## config.mk

```make
export PLATFORM = sky130hd
export DESIGN_NAME = gpio_bank_regs
export DESIGN_NICKNAME = d
export VERILOG_FILES = /design/src/rtl/gpio_bank_pkg.sv /design/src/rtl/gpio_win_decode.sv /design/src/rtl/gpio_port_regs.sv /design/src/rtl/gpio_bank_regs.sv
export SDC_FILE = /design/constraint.sdc
export NUM_CORES = 1
export LEC_CHECK = 0
export ABC_AREA = 1
export BUFFER_PORTS_ARGS = -buffer_cell sky130_fd_sc_hd__buf_2
export CAP_MARGIN = 20
export CORE_UTILIZATION = 56
export CTS_CLUSTER_DIAMETER = 60
export CTS_CLUSTER_SIZE = 28
export DETAILED_ROUTE_END_ITERATION = 7
export GPL_TIMING_DRIVEN = 0
export PLACE_DENSITY = 0.82
export SLEW_MARGIN = 20
export SYNTH_ARGS = -nofsm -noshare
export SYNTH_HDL_FRONTEND = slang
export SYNTH_HIERARCHICAL = 1
export SYNTH_SLANG_ARGS = --single-unit
```

## constraint.sdc

```tcl
create_clock -name clk -period 3.7 [get_ports clk]
set_input_delay 0.925 -clock clk [delete_from_list [all_inputs] [get_ports clk]]
set_output_delay 0.925 -clock clk [all_outputs]
set_load 0.01 [all_outputs]
```

## src/rtl/gpio_bank_pkg.sv

```systemverilog
package gpio_bank_pkg;

   typedef enum logic [2:0] {
      FN_CNF = 3'd0,
      FN_OE  = 3'd1,
      FN_OUT = 3'd2,
      FN_IN  = 3'd3,
      FN_STA = 3'd4,
      FN_ENB = 3'd5,
      FN_LVL = 3'd6,
      FN_CLR = 3'd7
   } gpio_fn_e;

   localparam int unsigned WIN_BYTES = 128;

endpackage

```

## src/rtl/gpio_win_decode.sv

```systemverilog
module gpio_win_decode
   import gpio_bank_pkg::*;
#(
   parameter int unsigned ADDR_W      = 12,
   parameter int unsigned PLAIN_BASE  = 256,
   parameter int unsigned MASK_OFFSET = 128,
   parameter int unsigned PORTS       = 4
) (
   input  logic [ADDR_W-1:0] addr,
   output logic              hit_plain,
   output logic              hit_mask,
   output gpio_fn_e          fn,
   output logic [1:0]        port
);

   localparam int unsigned MASK_BASE = PLAIN_BASE + MASK_OFFSET;
   localparam logic [ADDR_W:0] P_LO = (ADDR_W+1)'(PLAIN_BASE);
   localparam logic [ADDR_W:0] P_HI = (ADDR_W+1)'(PLAIN_BASE + WIN_BYTES);
   localparam logic [ADDR_W:0] M_LO = (ADDR_W+1)'(MASK_BASE);
   localparam logic [ADDR_W:0] M_HI = (ADDR_W+1)'(MASK_BASE + WIN_BYTES);

   logic [ADDR_W:0] a_ext;
   logic            in_p;
   logic            in_m;
   logic [ADDR_W:0] off;
   logic            port_ok;
   logic            unused_low;

   assign a_ext = {1'b0, addr};
   assign in_p  = (a_ext >= P_LO) && (a_ext < P_HI);
   assign in_m  = (a_ext >= M_LO) && (a_ext < M_HI);
   assign off   = in_m ? (a_ext - M_LO) : (a_ext - P_LO);

   assign fn      = gpio_fn_e'(off[6:4]);
   assign port    = off[3:2];
   assign port_ok = (32'(port) < PORTS);

   assign hit_plain = in_p && port_ok;
   assign hit_mask  = in_m && port_ok;

   assign unused_low = ^{off[ADDR_W:7], off[1:0]};

endmodule

```

## src/rtl/gpio_port_regs.sv

```systemverilog
module gpio_port_regs
   import gpio_bank_pkg::*;
#(
   parameter int unsigned PINS = 8
) (
   input  logic                clk,
   input  logic                rst_n,
   input  logic                sel_wr,
   input  logic                masked,
   input  gpio_fn_e            fn,
   input  logic [31:0]         wdata,
   input  logic [PINS-1:0]     pad_in,
   input  logic [PINS-1:0]     set_in,
   output logic [PINS-1:0]     cnf,
   output logic [PINS-1:0]     oe,
   output logic [PINS-1:0]     out,
   output logic [PINS-1:0]     in_q,
   output logic [PINS-1:0]     sta,
   output logic [PINS-1:0]     enb,
   output logic [3*PINS-1:0]   lvl,
   output logic [PINS-1:0]     clr_bits
);

   localparam int unsigned LVL_W = 3 * PINS;

   logic [PINS-1:0]  d;
   logic [PINS-1:0]  m;
   logic             wp;
   logic             wm;
   logic [PINS-1:0]  cnf_n, oe_n, out_n, enb_n, sta_sw, sta_n;
   logic [LVL_W-1:0] lvl_n;
   logic             unused_hi;

   assign d  = wdata[PINS-1:0];
   assign m  = wdata[8 +: PINS];
   assign wp = sel_wr && !masked;
   assign wm = sel_wr && masked;
   assign unused_hi = ^wdata[31:LVL_W];

   function automatic logic [PINS-1:0] upd(
      input logic [PINS-1:0] old,
      input logic            hp,
      input logic            hm,
      input logic [PINS-1:0] dv,
      input logic [PINS-1:0] mv
   );
      if (hp)      return dv;
      else if (hm) return (old & ~mv) | (dv & mv);
      else         return old;
   endfunction

   always_comb begin
      cnf_n  = upd(cnf, wp && fn == FN_CNF, wm && fn == FN_CNF, d, m);
      oe_n   = upd(oe,  wp && fn == FN_OE,  wm && fn == FN_OE,  d, m);
      out_n  = upd(out, wp && fn == FN_OUT, wm && fn == FN_OUT, d, m);
      enb_n  = upd(enb, wp && fn == FN_ENB, wm && fn == FN_ENB, d, m);
      sta_sw = upd(sta, wp && fn == FN_STA, wm && fn == FN_STA, d, m);
      if (wp && fn == FN_CLR) sta_sw = sta & ~d;
      sta_n  = sta_sw | set_in;
      lvl_n  = lvl;
      if (wp && fn == FN_LVL)
         lvl_n = wdata[LVL_W-1:0];
      else if (wm && fn == FN_LVL)
         lvl_n = {lvl[LVL_W-1:PINS], (lvl[PINS-1:0] & ~m) | (d & m)};
   end

   assign clr_bits = (wp && fn == FN_CLR) ? d : '0;

   always_ff @(posedge clk or negedge rst_n) begin
      if (!rst_n) begin
         cnf  <= '0;
         oe   <= '0;
         out  <= '0;
         in_q <= '0;
         sta  <= '0;
         enb  <= '0;
         lvl  <= '0;
      end else begin
         cnf  <= cnf_n;
         oe   <= oe_n;
         out  <= out_n;
         in_q <= pad_in;
         sta  <= sta_n;
         enb  <= enb_n;
         lvl  <= lvl_n;
      end
   end

   // masked write moves only the masked bits
   a_r3_mask_keeps: assert property (@(posedge clk) disable iff (!rst_n)
      (wm && fn == FN_OE) |=>
         (((oe & ~$past(m)) == ($past(oe) & ~$past(m))) &&
          ((oe & $past(m)) == ($past(d) & $past(m)))));

   // a clear bit removes status unless a set arrives in the same cycle
   a_r6_clear_hits: assert property (@(posedge clk) disable iff (!rst_n)
      (wp && fn == FN_CLR) |=> ((sta & $past(d) & ~$past(set_in)) == '0));

   // a set request is never lost
   a_r7_set_wins: assert property (@(posedge clk) disable iff (!rst_n)
      (set_in != '0) |=> ((sta & $past(set_in)) == $past(set_in)));

   // with no write for this port the configuration holds
   a_r10_no_write_hold: assert property (@(posedge clk) disable iff (!rst_n)
      !sel_wr |=> ($stable(cnf) && $stable(oe) && $stable(out) &&
                   $stable(enb) && $stable(lvl)));

endmodule

```

## src/rtl/gpio_bank_regs.sv

```systemverilog
module gpio_bank_regs
   import gpio_bank_pkg::*;
#(
   parameter int unsigned ADDR_W      = 12,
   parameter int unsigned PORTS       = 4,
   parameter int unsigned PINS        = 8,
   parameter int unsigned BANK_STRIDE = 256,
   parameter int unsigned BANK_IDX    = 1,
   parameter int unsigned MASK_OFFSET = 128
) (
   input  logic                      clk,
   input  logic                      rst_n,
   input  logic [ADDR_W-1:0]         bus_addr,
   input  logic                      bus_we,
   input  logic [31:0]               bus_wdata,
   output logic [31:0]               bus_rdata,
   input  logic [PORTS*PINS-1:0]     pad_in,
   output logic [PORTS*PINS-1:0]     pad_out,
   output logic [PORTS*PINS-1:0]     pad_oe,
   input  logic [PORTS*PINS-1:0]     sense_set,
   output logic [PORTS*PINS-1:0]     sense_clr,
   output logic [PORTS*PINS-1:0]     int_status,
   output logic [PORTS*PINS-1:0]     int_en,
   output logic [3*PORTS*PINS-1:0]   int_type
);

   localparam int unsigned LVL_W      = 3 * PINS;
   localparam int unsigned PLAIN_BASE = BANK_IDX * BANK_STRIDE;

   if (PINS < 1 || PINS > 8) begin : g_bad_pins
      $error("PINS must lie in 1..8");
   end
   if (PORTS < 1 || PORTS > 4) begin : g_bad_ports
      $error("PORTS must lie in 1..4");
   end
   if (BANK_STRIDE < WIN_BYTES || (BANK_STRIDE & (BANK_STRIDE - 1)) != 0) begin : g_bad_stride
      $error("BANK_STRIDE must be a power of two of at least 128");
   end
   if (MASK_OFFSET < WIN_BYTES || (MASK_OFFSET % WIN_BYTES) != 0) begin : g_bad_moff
      $error("MASK_OFFSET must be a multiple of 128");
   end
   if (ADDR_W < 8 || ADDR_W > 30 ||
       (PLAIN_BASE + MASK_OFFSET + WIN_BYTES) > (1 << ADDR_W)) begin : g_bad_addr
      $error("both windows must fit in the address space");
   end

   logic     hit_plain;
   logic     hit_mask;
   gpio_fn_e dec_fn;
   logic [1:0] dec_port;

   gpio_win_decode #(
      .ADDR_W      (ADDR_W),
      .PLAIN_BASE  (PLAIN_BASE),
      .MASK_OFFSET (MASK_OFFSET),
      .PORTS       (PORTS)
   ) dec_i (
      .addr      (bus_addr),
      .hit_plain (hit_plain),
      .hit_mask  (hit_mask),
      .fn        (dec_fn),
      .port      (dec_port)
   );

   logic [PINS-1:0]  cnf_a [PORTS];
   logic [PINS-1:0]  oe_a  [PORTS];
   logic [PINS-1:0]  out_a [PORTS];
   logic [PINS-1:0]  in_a  [PORTS];
   logic [PINS-1:0]  sta_a [PORTS];
   logic [PINS-1:0]  enb_a [PORTS];
   logic [LVL_W-1:0] lvl_a [PORTS];

   for (genvar p = 0; p < PORTS; p++) begin : g_port
      logic sel;
      assign sel = bus_we && (hit_plain || hit_mask) && (dec_port == 2'(p));

      gpio_port_regs #(.PINS(PINS)) regs_i (
         .clk      (clk),
         .rst_n    (rst_n),
         .sel_wr   (sel),
         .masked   (hit_mask),
         .fn       (dec_fn),
         .wdata    (bus_wdata),
         .pad_in   (pad_in[p*PINS +: PINS]),
         .set_in   (sense_set[p*PINS +: PINS]),
         .cnf      (cnf_a[p]),
         .oe       (oe_a[p]),
         .out      (out_a[p]),
         .in_q     (in_a[p]),
         .sta      (sta_a[p]),
         .enb      (enb_a[p]),
         .lvl      (lvl_a[p]),
         .clr_bits (sense_clr[p*PINS +: PINS])
      );

      assign pad_out[p*PINS +: PINS]     = out_a[p];
      assign pad_oe[p*PINS +: PINS]      = cnf_a[p] & oe_a[p];
      assign int_status[p*PINS +: PINS]  = sta_a[p];
      assign int_en[p*PINS +: PINS]      = enb_a[p];
      assign int_type[p*LVL_W +: LVL_W]  = lvl_a[p];
   end

   logic [31:0] rd_v;

   always_comb begin
      rd_v = '0;
      for (int p = 0; p < PORTS; p++) begin
         if (dec_port == 2'(p)) begin
            unique case (dec_fn)
               FN_CNF:  rd_v = 32'(cnf_a[p]);
               FN_OE:   rd_v = 32'(oe_a[p]);
               FN_OUT:  rd_v = 32'(out_a[p]);
               FN_IN:   rd_v = 32'(in_a[p]);
               FN_STA:  rd_v = 32'(sta_a[p]);
               FN_ENB:  rd_v = 32'(enb_a[p]);
               FN_LVL:  rd_v = 32'(lvl_a[p]);
               default: rd_v = '0;
            endcase
         end
      end
      if (hit_plain)
         bus_rdata = rd_v;
      else if (hit_mask && dec_fn != FN_IN && dec_fn != FN_CLR)
         bus_rdata = {24'b0, rd_v[7:0]};
      else
         bus_rdata = '0;
   end

   // the masked window never returns bits above byte 0
   a_r4_mask_upper_zero: assert property (@(posedge clk) disable iff (!rst_n)
      hit_mask |-> (bus_rdata[31:8] == 24'b0));

   // decode misses read zero
   a_r10_miss_reads_zero: assert property (@(posedge clk) disable iff (!rst_n)
      !(hit_plain || hit_mask) |-> (bus_rdata == 32'b0));

   // clear strobes only appear on a bus write
   a_r6_clr_needs_write: assert property (@(posedge clk) disable iff (!rst_n)
      (sense_clr != '0) |-> (bus_we && hit_plain));

endmodule

```

# After elaboration in Yosys (flattened, before gate mapping)
# Index checks and enable logic that the tools add are counted.
dict set report classes {
  bitwise 63
  muxes 67
  order_cmp 4
  n_reduce_logical 93
  add_sub_neg 2
  n_eq_ne 12
}
# cell count
set op_table {}
lappend op_table {{case mux 24 bit (7 select lines)} 4}
lappend op_table {{two-way mux 8 bit} 53}
lappend op_table {{AND 8 bit} 33}
lappend op_table {{OR 8 bit} 28}
lappend op_table {{two-way mux 32 bit} 4}
lappend op_table {{two-way mux 24 bit} 5}
lappend op_table {{logical AND 1 bit} 69}
lappend op_table {{nonzero test 2 bit} 20}
lappend op_table {{greater-or-equal comparator 12 x 9 -> 1 bit, second input constant} 2}
lappend op_table {{inverter 8 bit} 2}
lappend op_table {{subtractor 7 x 1 -> 7 bit, second input constant} 2}
lappend op_table {{equality test 3 bit, second input constant} 4}
lappend op_table {{less-than comparator 12 x 10 -> 1 bit, second input constant} 1}
lappend op_table {{less-than comparator 12 x 9 -> 1 bit, second input constant} 1}
lappend op_table {{two-way mux 7 bit} 1}
lappend op_table {{equality test 3 x 2 -> 1 bit, second input constant} 2}
lappend op_table {{equality test 2 bit, second input constant} 2}
lappend op_table {{equality test 3 x 1 -> 1 bit, second input constant} 1}
lappend op_table {{zero test 3 bit} 1}
lappend op_table {{inequality test 3 x 2 -> 1 bit, second input constant} 1}
lappend op_table {{inequality test 3 bit, second input constant} 1}
lappend op_table {{equality test 2 x 1 -> 1 bit, second input constant} 1}
lappend op_table {{zero test 2 bit} 1}
lappend op_table {{zero test 1 bit} 1}
lappend op_table {{logical OR 1 bit} 1}
dict set report word_totals {
  ff_bits 288
  word_cells 273
  in_bits 111
}

# Longest topological paths before layout
dict set report logic_depth {
  depth_word 11
  depth_mapped 14
  mapped_depth_nobuf 12
}

# By module
# Netlist, hierarchy kept.
# module seq_area_each_um2 cells_per_inst instances area_per_inst_um2
set by_module_without_submodules {}
lappend by_module_without_submodules {gpio_port_regs 1801.7 453 4 3611.0}
lappend by_module_without_submodules {gpio_bank_regs 0.0 758 1 3372.0}
lappend by_module_without_submodules {gpio_win_decode 0.0 13 1 70.1}

# Worst setup path after synthesis
# No wires, ideal clock.
dict set report synth_path {
  path_type {input to output}
  start {in bus_addr[3]}
  end {out sense_clr[0]}
  path_slack_ps -6
  required_time_ps 2775
  n_path_buf 3
  path_stages 10
  t_arrival_ps 2781
  path_cell_list {buf_4 -> buf_2 -> nor2_1 -> inv_1 -> nor2_1 -> nand2_1 -> nor2_1 -> inv_2 -> buf_2 -> nor2_1}
}
dict set report synth_via {
  elab_chain_cells 8
  word_cells_on_any_way 18
  classes_between {add/sub (2); order compare (4); eq/ne (1); mux (2); reduce/logical (9)}
}
# item line
set synth_lines {}
lappend synth_lines {{from (decl)} gpio_bank_regs.sv:13} ;# input logic [ADDR_W-1:0] bus_addr,
lappend synth_lines {{greater-or-equal comparator 12 x 9 -> 1 bit (tied with other cells)} gpio_win_decode.sv:31} ;# assign in_m = (a_ext >= M_LO) && (a_ext < M_HI);
lappend synth_lines {{logical AND 1 bit, on equally long branches} {gpio_win_decode.sv:31, gpio_win_decode.sv:30}}
lappend synth_lines {{two-way mux 7 bit or logical OR 1 bit (tied branches)} {gpio_win_decode.sv:32, gpio_bank_regs.sv:75}}
lappend synth_lines {{zero test 2 bit or logical AND 1 bit (tied branches)} gpio_bank_regs.sv:75} ;# assign sel = bus_we && (hit_plain || hit_mask) && (dec_port == 2'(p));
lappend synth_lines {{logical AND 1 bit *} gpio_bank_regs.sv:75}
lappend synth_lines {{via g_port[0].sel} gpio_bank_regs.sv:74} ;# logic sel;
lappend synth_lines {{logical AND 1 bit *} gpio_port_regs.sv:36} ;# assign wp = sel_wr && !masked;
lappend synth_lines {{logical AND 1 bit *} gpio_port_regs.sv:67} ;# assign clr_bits = (wp && fn == FN_CLR) ? d : '0;
lappend synth_lines {{two-way mux 8 bit *} gpio_port_regs.sv:67}
lappend synth_lines {{to (decl)} gpio_bank_regs.sv:21} ;# output logic [PORTS*PINS-1:0] sense_clr,
# The timed path passes the listed nets; every way through them passes the cells marked *.

# Final worst setup path
dict set report layout_path {
  start {in bus_addr[5]}
  end {out bus_rdata[2]}
}
dict set report layout_via {
  elab_chain_cells 11
  word_cells_on_any_way 34
  classes_between {add/sub (2); order compare (4); eq/ne (11); mux (11); reduce/logical (6)}
}
# item line
set layout_lines {}
lappend layout_lines {{greater-or-equal comparator 12 x 9 -> 1 bit or less-than comparator 12 x 10 -> 1 bit (tied branches)} gpio_win_decode.sv:31}
lappend layout_lines {{logical AND 1 bit} gpio_win_decode.sv:31}
lappend layout_lines {{two-way mux 7 bit} gpio_win_decode.sv:32} ;# assign off = in_m ? (a_ext - M_LO) : (a_ext - P_LO);
lappend layout_lines {{equality test 3 bit (tied with other cells)} gpio_bank_regs.sv:109} ;# unique case (dec_fn)
lappend layout_lines {{case mux 24 bit (7 select lines)} gpio_bank_regs.sv:109}
lappend layout_lines {{two-way mux 24 bit} gpio_bank_regs.sv:108} ;# if (dec_port == 2'(p)) begin
lappend layout_lines {{two-way mux 32 bit (3 in series)} gpio_bank_regs.sv:108}
lappend layout_lines {{two-way mux 8 bit} gpio_bank_regs.sv:123} ;# else if (hit_mask && dec_fn != FN_IN && dec_fn != FN_CLR)
lappend layout_lines {{two-way mux 32 bit *} gpio_bank_regs.sv:121} ;# if (hit_plain)
lappend layout_lines {{to (decl)} gpio_bank_regs.sv:16} ;# output logic [31:0] bus_rdata,
# Every way passes the cells marked *; elsewhere a longest branch is shown, timed or not.

==> run summary <==
The simple-gate area share of the yosys netlist was 33.53%; the largest stage delay on the critical path was 0.34 ns. For this run, the post-layout net count is 3130. The number of detailed-route iterations in the first pass was 8; the routability congestion estimate was 1.043. The run finished, with violations left. The mean area per synthesized cell is 6.924 µm², and the synthesized-area fraction occupied by xor and xnor cells is 0%. The number of cells on the worst reg-to-reg path was 4. The final reports fail on DRC. The logs give 17890 µm² for the netlist area before placement and 271.6 MHz for the fmax. The number of different library cells used by synthesis comes to 38. The signed area change from the synthesized netlist to the final layout works out to 22.32%. After synthesis the netlist holds a flip-flop and latch count of 288.

The horizontal die dimension is 180.7 µm. The pin count of the biggest net entering global routing is 93, and the overall power of the completed layout is 0.007602 W. The post-route netlist has 23.64% of its cells at a drive strength greater than 1. The I/O pin count is 399, and the number of hold violations in the final report is 0.

Measured on the finished design, the core utilization comes to 69.51%. The transition time at the pin with the least slew margin was 0.8130 ns; the die footprint was 32660 µm². The arrival time of the worst setup path was 2.76 ns. The tree is rooted in a sky130_fd_sc_hd__clkbuf_16. By count the netlist is led by sky130_fd_sc_hd__nand2_1, sky130_fd_sc_hd__inv_1, sky130_fd_sc_hd__dfrtp_1. The run gives 21880 µm² as the post-route standard cell area excluding fillers.

Ranked by total cell area, the synthesized netlist is headed by sky130_fd_sc_hd__dfrtp_1, sky130_fd_sc_hd__nand2_1, sky130_fd_sc_hd__inv_1. The part of the Yosys area used for sequential elements is 40.29%, and the proportion of netlist area held by the largest area contributor is 40.29%. For this run, the total global-route usage over all layers was measured as 43.64%.

The cell that appears most often on the critical path is sky130_fd_sc_hd__nand2_1. The DRC violations left came out at 10. The dominant combinational cell family by area after synthesis was simple AND/OR/NAND/NOR gates. The core region is 31470 µm².

The signal on the critical path passes through buf_12 > inv_4 > nand2_1 > nor2_1 > buf_2 > nand2_1 > nand2_1 > nor2_1 > nand2_1 > nand2_1 > nand2_1 > nand2_1 > inv_1 > buf_2. The run gives 1 as the number of H-tree levels. The run gives 5 as the number of antenna violations at the first check in global routing. The logs give 18264 for the number of global-route vias before repair and 107400 µm for the wire length of the first global-routing pass. The post-synthesis adder-cell area fraction is 0%. The total clock buffers created by CTS was 28; the number of cells on the critical path was 14.

The most instantiated flip-flop cell in the synthesis netlist is sky130_fd_sc_hd__dfrtp_1. The largest individual stage delay along the critical path comes from the cell sky130_fd_sc_hd__buf_2. After clock tree synthesis, the clock-pin slew on the worst setup and hold paths is 0.09 ns. The final critical path takes up 99.50% of the cycle. Counting flops with a built-in enable in the synthesized netlist gives 0.

In this run the power density over the cells is 347.5 nW/µm². Once placement finished, the instance area stood at 20390 µm². Number of buffers between clock root and the deepest sink: 3. For the slack of the critical path, the log shows 0.01855 ns.

Once detail routing completed, the nets flagged for antenna violations numbered 0. The fraction of synthesized area in multiplexers works out to 0%. Among all cell types in the netlist, the one instantiated most often is sky130_fd_sc_hd__nand2_1. STA classifies the critical path endpoint as an output pin. The vias per cell is 5.733. After detailed routing, the average wire length per cell comes to 21.09 µm. Max-cap violations in this run came to 0.

The final count of pins violating max slew is 0. Setup violations remaining at the end of the flow were counted as 0. For this configuration, the core starts out at a cell density of 56.83%. STA classifies the critical path startpoint as a primary input. The clock skew was 0 ns; the normalized max-slew margin was 45.80%. Summing the areas of all compound-gate instances in the mapped netlist gives 10.16% of the synthesized area. For the leakage component of the power, the log shows 12.28 nW. Counting flops with an async set or reset pin after synthesis yields a share of 100.0%. The routed design has 72670 µm of wire. The critical path contains buffers and inverters numbering 5 combined. For this design, the sink count on the clock tree is 288.

TritonCTS built the clock tree. For the clock insertion delay at the later pin of the skew report, the log shows 0.56 ns. Largest fanout on the critical path: 27. The critical path class was in2out. The tightest hold path in the finished design has a slack of 0.2543 ns.

For this block, the initial DRC count from the detailed router was 2721. Timing analysis after detailed placement gives a worst setup slack of -1.068 ns. The post-route minimum period is 3.681 ns. Buffers inserted to repair hold after CTS numbered 0.

Synthesis handed over a netlist of 2583 instances. The family with the most delay on the worst path was simple AND/OR/NAND/NOR gates. The vertical die dimension was 180.7 µm. Half-perimeter wire length of the detailed placement result: 52060 µm.

The Yosys step of the flow raised 6 warnings. The cell type with the highest aggregate area in the netlist was sky130_fd_sc_hd__dfrtp_1. The total overflow left after global routing is 0. IR analysis of the VDD net gives a maximum drop of 0.3298 mV. In this run the tool buffered the top-level ports with 375 buffer cells.

Row generation in the floorplan step produced 65 rows. The class of the most critical hold timing path is in2async. The detailed router placed 19757 vias in this run.

STA puts the critical path data required time at 2.77 ns.
path summary, 6_finish.rpt:
| kind | slack, ns | to | startpoint |
|---|---|---|---|
| setup / recovery | 0.02 | bus_rdata[2] | bus_addr[5] |
| hold / removal | 0.25 | async pin | rst_n |
| setup reg to reg | 2.75 | g_port[3].regs_i/sta[2]$_DFF_PN0_ | g_port[3].regs_i/sta[2]$_DFF_PN0_ |
| hold reg to reg | 0.50 | g_port[3].regs_i/lvl[20]$_DFFE_PN0P_ | g_port[3].regs_i/lvl[20]$_DFFE_PN0P_ |
| max in group asynchronous | 2.25 | g_port[2].regs_i/in_q[0]$_DFF_PN0_ | rst_n |
| min in group clk | 0.45 | g_port[1].regs_i/in_q[6]$_DFF_PN0_ | pad_in[14] |
logic make-up after synthesis:
kind of cell           Yosys count
AND/OR/NAND/NOR               1330
other                            1
flip-flops                     288
AO/OA/AOI/OAI                  301
buffers and inverters          663
per-stage QoR:
step                std cells  setup TNS [ns]
floorplan                2590               0
global placement         3367        -1127.64
detailed placement       3370          -66.87
CTS                      3433               0
global route             3446       -0.003745
finish                   3446               0
worst register-to-register path, stage by stage, from the launching register on:
cell and delay [ns]:
sky130_fd_sc_hd__dfrtp_1 0.49, sky130_fd_sc_hd__inv_1 0.10, sky130_fd_sc_hd__nand3_1 0.09, sky130_fd_sc_hd__nand3_1 0.11, sky130_fd_sc_hd__nand2_1 0.06
timing repair:
| action | 4_1_cts | 5_1_grt |
|---|---|---|
| resized for setup | 46 | 26 |
| pin swaps | 8 | 2 |
| endpoints found under the setup margin | 55 | 37 |
| buffers inserted | 13 | 10 |
| gates cloned | 0 | 2 |
where the power goes:
group	switching (W)	total, W	internal, W
combinational	0.000718	0.00104	0.000317
sequential	0.0000868	0.00332	0.00323
clock	0.00154	0.00325	0.00170
cell type report:
cell class,count,area (µm²)
Fill cell,2694,9597
Multi-Input combinational cell,1639,7974
Sequential cell,288,7207
Timing Repair Buffer,403,2185
Inverter,575,2182
Buffer,84,758.2
Clock buffer,30,739.5
Tap cell,402,503.0
Clock inverter,22,321.6
Antenna cell,3,7.507
cell usage in the layout, fill, tap and decap left out, drive strengths merged:
cell        n
clkinv     17
o21ai     229
o21bai     36
bufinv      2
nand2     928
nor3       15
or2         4
nor2      152
o22ai       7
clkbuf     39
clkinvlp    5
nand4      58
nand3     173
inv       573
a211oi      1
o21a        1
diode       3
dfrtp     288
a21oi      21
a22o        6
buf       478
conb        8
metal layers:
metal  part of all wire, %  vias up  global-route usage, %
met1                    35     8976                  55.92
met3                    14      370                  11.19
met5                 0.037        -                      0
li1                      -     8701                      -
met2                    43     1706                  65.33
met4                   7.8        4                  28.96
No activity file was read; power rests on OpenSTA's default activity.
